`src/rtl/irq_ctrl_pkg.sv`:
```
package irq_ctrl_pkg;
  localparam int NIN  = 8;
  localparam int IW   = $clog2(NIN);
  localparam int DW   = 8;

  typedef enum logic [2:0] {
    S_UNCONF, S_BASE, S_CASC, S_MODE, S_RUN
  } init_st_t;

  // lowest set index of v (highest priority); NIN when empty
  function automatic logic [IW:0] first_set(input logic [NIN-1:0] v);
    logic [IW:0] r;
    r = (IW+1)'(NIN);
    for (int i = NIN-1; i >= 0; i--)
      if (v[i]) r = (IW+1)'(i);
    return r;
  endfunction

  function automatic logic [DW-1:0] make_vec(input logic [DW-1:0] base,
                                             input logic [IW-1:0] idx);
    return {base[DW-1:IW], idx};
  endfunction

  function automatic logic [NIN-1:0] onehot(input logic [IW-1:0] idx);
    return NIN'(1) << idx;
  endfunction
endpackage

```
`src/rtl/irq_init_seq.sv`:
```
module irq_init_seq
  import irq_ctrl_pkg::*;
(
  input  logic          clk,
  input  logic          rst_n,
  input  logic          start,
  input  logic          data_wr,
  input  logic [DW-1:0] wdata,
  output logic          ready,
  output logic [DW-1:0] base_q,
  output logic [DW-1:0] casc_q
);
  init_st_t st;
  logic need_casc, need_mode;

  always_ff @(posedge clk or negedge rst_n) begin
    if (!rst_n) begin
      st        <= S_UNCONF;
      need_casc <= 1'b0;
      need_mode <= 1'b0;
      base_q    <= '0;
      casc_q    <= '0;
    end else if (start) begin
      st        <= S_BASE;
      need_casc <= ~wdata[1];
      need_mode <= wdata[0];
      casc_q    <= '0;
    end else if (data_wr) begin
      unique case (st)
        S_BASE: begin
          base_q <= wdata;
          st     <= need_casc ? S_CASC : (need_mode ? S_MODE : S_RUN);
        end
        S_CASC: begin
          casc_q <= wdata;
          st     <= need_mode ? S_MODE : S_RUN;
        end
        S_MODE:  st <= S_RUN;
        default: st <= st;
      endcase
    end
  end

  assign ready = (st == S_RUN);
endmodule

```
`src/rtl/irq_prio_pick.sv`:
```
module irq_prio_pick
  import irq_ctrl_pkg::*;
(
  input  logic [NIN-1:0] irr,
  input  logic [NIN-1:0] mask,
  input  logic [NIN-1:0] isr,
  output logic [IW-1:0]  pend_idx,
  output logic           pend_any,
  output logic [IW-1:0]  svc_idx,
  output logic           svc_any,
  output logic           want_irq
);
  logic [IW:0] p_raw, s_raw;

  always_comb begin
    p_raw    = first_set(irr & ~mask);
    s_raw    = first_set(isr);
    pend_any = ~p_raw[IW];
    svc_any  = ~s_raw[IW];
    pend_idx = p_raw[IW-1:0];
    svc_idx  = s_raw[IW-1:0];
    want_irq = pend_any && (!svc_any || (p_raw < s_raw));
  end
endmodule

```
`src/rtl/irq_ctrl_unit.sv`:
```
module irq_ctrl_unit
  import irq_ctrl_pkg::*;
(
  input  logic          clk,
  input  logic          rst_n,
  input  logic          addr,
  input  logic          wr_en,
  input  logic [7:0]    wr_data,
  output logic [7:0]    rd_data,
  input  logic [7:0]    irq_in,
  input  logic          ack,
  output logic          irq_out,
  output logic [7:0]    vec_out,
  output logic          vec_valid,
  output logic [7:0]    casc_cfg
);
  logic [NIN-1:0] irr, isr, mask, irq_prev, rise;
  logic           sel_isr, ready;
  logic [DW-1:0]  base_q;
  logic [IW-1:0]  pend_idx, svc_idx;
  logic           pend_any, svc_any, want_irq;

  // named events
  logic ctrl_wr, data_wr, init_start, rdsel_cmd, eoi_fire, ack_take, mask_wr;

  assign ctrl_wr    = wr_en &  addr;
  assign data_wr    = wr_en & ~addr;
  assign init_start = ctrl_wr & wr_data[4];
  assign rdsel_cmd  = ctrl_wr & ~wr_data[4] & wr_data[3];
  assign eoi_fire   = ctrl_wr & (wr_data == 8'h20);
  assign mask_wr    = data_wr & ready;
  assign ack_take   = ack & irq_out;
  assign rise       = irq_in & ~irq_prev;

  irq_init_seq u_seq (
    .clk(clk), .rst_n(rst_n), .start(init_start), .data_wr(data_wr),
    .wdata(wr_data), .ready(ready), .base_q(base_q), .casc_q(casc_cfg)
  );

  irq_prio_pick u_pick (
    .irr(irr), .mask(mask), .isr(isr),
    .pend_idx(pend_idx), .pend_any(pend_any),
    .svc_idx(svc_idx), .svc_any(svc_any), .want_irq(want_irq)
  );

  assign irq_out = ready & want_irq;

  always_ff @(posedge clk or negedge rst_n) begin
    if (!rst_n) begin
      irr       <= '0;
      isr       <= '0;
      mask      <= '1;
      sel_isr   <= 1'b0;
      irq_prev  <= '0;
      vec_out   <= '0;
      vec_valid <= 1'b0;
    end else begin
      irq_prev  <= irq_in;
      vec_valid <= ack_take;
      if (ack_take) vec_out <= make_vec(base_q, pend_idx);
      if (init_start) begin
        irr     <= '0;
        isr     <= '0;
        mask    <= '1;
        sel_isr <= 1'b0;
      end else begin
        irr <= (irr & ~(ack_take ? onehot(pend_idx) : '0)) | (ready ? rise : '0);
        isr <= (isr & ~((eoi_fire && svc_any) ? onehot(svc_idx) : '0))
             | (ack_take ? onehot(pend_idx) : '0);
        if (mask_wr) mask <= wr_data;
        if (rdsel_cmd && wr_data[1:0] == 2'b10) sel_isr <= 1'b0;
        if (rdsel_cmd && wr_data[1:0] == 2'b11) sel_isr <= 1'b1;
      end
    end
  end

  assign rd_data = addr ? (sel_isr ? isr : irr) : mask;

  // command with bit 4 set resets the register file
  p_init_clears_r10: assert property (@(posedge clk) disable iff (!rst_n)
    init_start |=> (irr == '0 && isr == '0 && mask == '1));
  // data writes during configuration leave the mask alone
  p_mask_hold_init_r2: assert property (@(posedge clk) disable iff (!rst_n)
    (data_wr && !ready) |=> $stable(mask));
  // an interrupt needs an unmasked pending request
  p_irq_pending_r6: assert property (@(posedge clk) disable iff (!rst_n)
    irq_out |-> |(irr & ~mask));
  // accepted acknowledge places the input in service
  p_ack_service_r7: assert property (@(posedge clk) disable iff (!rst_n)
    ack_take |=> (vec_valid && isr[$past(pend_idx)]));
  // end-of-interrupt retires exactly one in-service bit
  p_eoi_drop_r8: assert property (@(posedge clk) disable iff (!rst_n)
    (eoi_fire && svc_any && !ack_take) |=>
      ($countones(isr) == $past($countones(isr)) - 1));
endmodule

```
`config.mk`:
```
export PLATFORM = sky130hd
export DESIGN_NAME = irq_ctrl_unit
export DESIGN_NICKNAME = d
export VERILOG_FILES = /design/src/rtl/irq_ctrl_pkg.sv /design/src/rtl/irq_init_seq.sv /design/src/rtl/irq_prio_pick.sv /design/src/rtl/irq_ctrl_unit.sv
export SDC_FILE = /design/constraint.sdc
export NUM_CORES = 1
export LEC_CHECK = 0
export ABC_AREA = 1
export BUFFER_PORTS_ARGS = -buffer_cell sky130_fd_sc_hd__buf_2
export CAP_MARGIN = 20
export CORE_ASPECT_RATIO = 0.75
export CORE_UTILIZATION = 52
export DETAILED_ROUTE_END_ITERATION = 12
export GPL_TIMING_DRIVEN = 0
export PLACE_DENSITY = 0.77
export SLEW_MARGIN = 0
export SYNTH_ARGS = -nofsm -noshare
export SYNTH_HDL_FRONTEND = slang
export SYNTH_HIERARCHICAL = 1
export SYNTH_SLANG_ARGS = --single-unit
```
`constraint.sdc`:
```
create_clock -name clk -period 2.3 [get_ports clk]
set_input_delay 0.575 -clock clk [delete_from_list [all_inputs] [get_ports clk]]
set_output_delay 0.575 -clock clk [all_outputs]
set_load 0.05 [all_outputs]
```
==> metrics.csv <==
stage,metric,value,unit
clock_network,htree_levels,3,
clock_network,cts-root-buf,clkbuf_8,
logic_synthesis,netlist_area,3171,um2
finish,ff_latch_area,1521,um2
finish,finalNetCount,513,
finish,fin_area,4219,um2
timing,fmax,352.8,MHz
clock_network,clk_latency,0.35,ns
timing,holdWs,0.2420,ns
global_route,track_usage,27.63,%
timing,worst_slew_pin_slew,0.6217,ns
global_route,grt_pass1_vias,2808,
drt,firstDrtPassIters,4,
worst_hold_path,hold_path_class,primary input to asynchronous set/reset pin,
placed_design,placed_area,3550,um2
logic_synthesis,syn-num-nets,434,
clock_network,cts-buffers-inserted,9,
timing,finClkSkew,0.004942,ns
placed_design,gp_congestion,0.9270,
drt,ant_nets,0,
setup_path,critPathMaxStageDelay,0.46,ns
finish,layout_common_cells,"nand2_1 (79), buf_2 (50), dfrtp_1 (44)",
setup_path,endpoint_kind,output port,
power,power,6.134,mW
power,p_per_area,1454,nW/um2
setup_path,cp.required,1.73,ns
placed_design,portBuffers,45,
clock_network,clkSinkCount,60,
placed_design,dpl.hpwl,5653,um
floorplan,dieHeight,69.63,um
timing,finalSetupTns,-4.022,ns
clock_network,cts_tree,built,
setup_path,worst-path-stages,13,
drt,vias,3023,
setup_path,cp_max_fo,5,
logic_synthesis,syn_inst,410,
placed_design,post-place-ws,-0.4314,ns
setup_path,crit_path_cell_trace,"nor3_2, nor3_2, nor3_2, inv_1, ha_4, nand2_2, nand2_2, nand2_2, nand2_2, a21oi_2, nand2_2, inv_4, buf_8",
finish,antennaDiodeCount,0,
setup_path,crit_arrival,2.26,ns
finish,syn_to_final_growth,33.07,%
drt,drt_iter0_drc,308,
drt,routed_wl,8511,um
finish,utilization,72.05,%
logic_synthesis,syn_avg_cell_area,7.733,um2
drt,wl_per_cell,14.88,um
drt,drc,0,
status,status,"finished, violations left",
finish,fin_cells,572,
clock_network,clk_pin_slew,0.07,ns
timing,setup_violations,24,
drt,vias_per_cell,5.285,
timing,hold_viol,0,
job,maxCapViolCount,0,
global_route,antenna_found_initial,0,
clock_network,clk_path_buf_depth,2,
timing,period_needed,2.834,ns
power,vdd_ir_drop_max,737.5,uV
floorplan,dieArea,6417,um2
timing,slew_violations,0,
setup_path,crit_family,simple AND/OR/NAND/NOR gates,
setup_path,critical_path_buf_inv_count,3,
timing,slew-limit-headroom,58.55,%
setup_path,crit_path_frequent_cell,nand2_2,
finish,mostFrequentLayoutCell,nand2_1,
finish,multi_input_area,1670,um2
floorplan,start_util,54.15,%
timing,fin_crit_sh,123.2,%
floorplan,die_x,92.17,um
setup_path,start_kind,flop,
floorplan,row_count,24,
timing,grt_setup_unrepaired,yes,
floorplan,boundaryPins,47,
finish,n_fill_cell,455,
global_route,grt_overflow,0,
setup_path,crit_slowest_cell,dfrtp_2,
status,violations,negative setup slack,
timing,setup_slack,-0.5344,ns
global_route,grt_max_degree,35,
finish,drive_gt1_share,39.88,%
floorplan,core_area,5856,um2
setup_path,crit_type,flop to output port,
clock_network,holdBufCountCts,0,
setup_path,ff2ff_path_depth,18,
power,leakagePower,2.110,nW
logic_synthesis,ys_warn_count,6,
global_route,grt_pass1_wl,13440,um
placed_design,numPlacedInstances,534,
## worst reg2reg max path, stage by stage (launching register included)
cell     delay (ns)
dfrtp_2        0.46
nor3_2         0.19
nor3_2         0.06
nor3_2         0.20
inv_1          0.13
ha_4           0.25
nand2_2        0.06
nand2_2        0.05
nand2_2        0.06
nand2_2        0.05
a21oi_2        0.12
nand2_2        0.07
inv_4          0.06
buf_4          0.13
nand2_8        0.08
nor2_4         0.22
nand2_2        0.11
nand2_2        0.07
a21oi_1        0.06
## routing by layer
layer	vias to the layer above	part of all wire (%)	track usage [%]
met2	117	45	38.06
li1	1471	-	-
met5	-	0	0
met1	1418	47	40.66
met3	17	6.4	9.101
met4	0	1.5	9.375
## final cells by class
cell class	count	area share, %
clock inverters	5	1.246
plain buffers	11	1.957
well taps	78	2.313
flip-flops and latches	60	36.06
repair buffers	68	10.23
multi-input cells	280	39.59
clock buffers	11	3.114
inverters	59	5.486
## path summary, 6_finish.rpt
kind | startpoint | endpoint | slack (ns)
max | isr[5]$_DFF_PN0_ | irq_out | -0.53
min | rst_n | irr[7]$_DFF_PN0_ | 0.24
max reg2reg | isr[5]$_DFF_PN0_ | irr[4]$_DFF_PN0_ | -0.27
min reg2reg | vec_out[6]$_DFFE_PN0P_ | vec_out[6]$_DFFE_PN0P_ | 0.48
max in group asynchronous | rst_n | mask[0]$_DFFE_PN1P_ | 1.40
min in group clk | irq_in[5] | irq_prev[5]$_DFF_PN0_ | 0.35
## flip-flops by register name, summed over array words and instances, names as in the netlist
name / count
irq_prev: 8
irr: 8
isr: 8
mask: 8
u_seq/casc_q: 8
vec_out: 8
u_seq/base_q: 5
u_seq/st: 3
sel_isr: 1
u_seq/need_casc: 1
u_seq/need_mode: 1
vec_valid: 1
## power by group
part | switching (mW) | internal [mW] | total [mW]
clock | 0.429 | 0.495 | 0.924
sequential | 0.289 | 1.42 | 1.70
combinational | 2.23 | 1.28 | 3.51
total | 2.94 | 3.19 | 6.13
## repair_timing
item | 4_1_cts | 5_1_grt
pin swaps | 21 | 23
gates resized for setup | 53 | 39
endpoints found under the setup margin | 25 | 34
buffers inserted | 8 | 13
gates cloned | 1 | 0
Note: power is estimated with default switching activity, not from simulation.
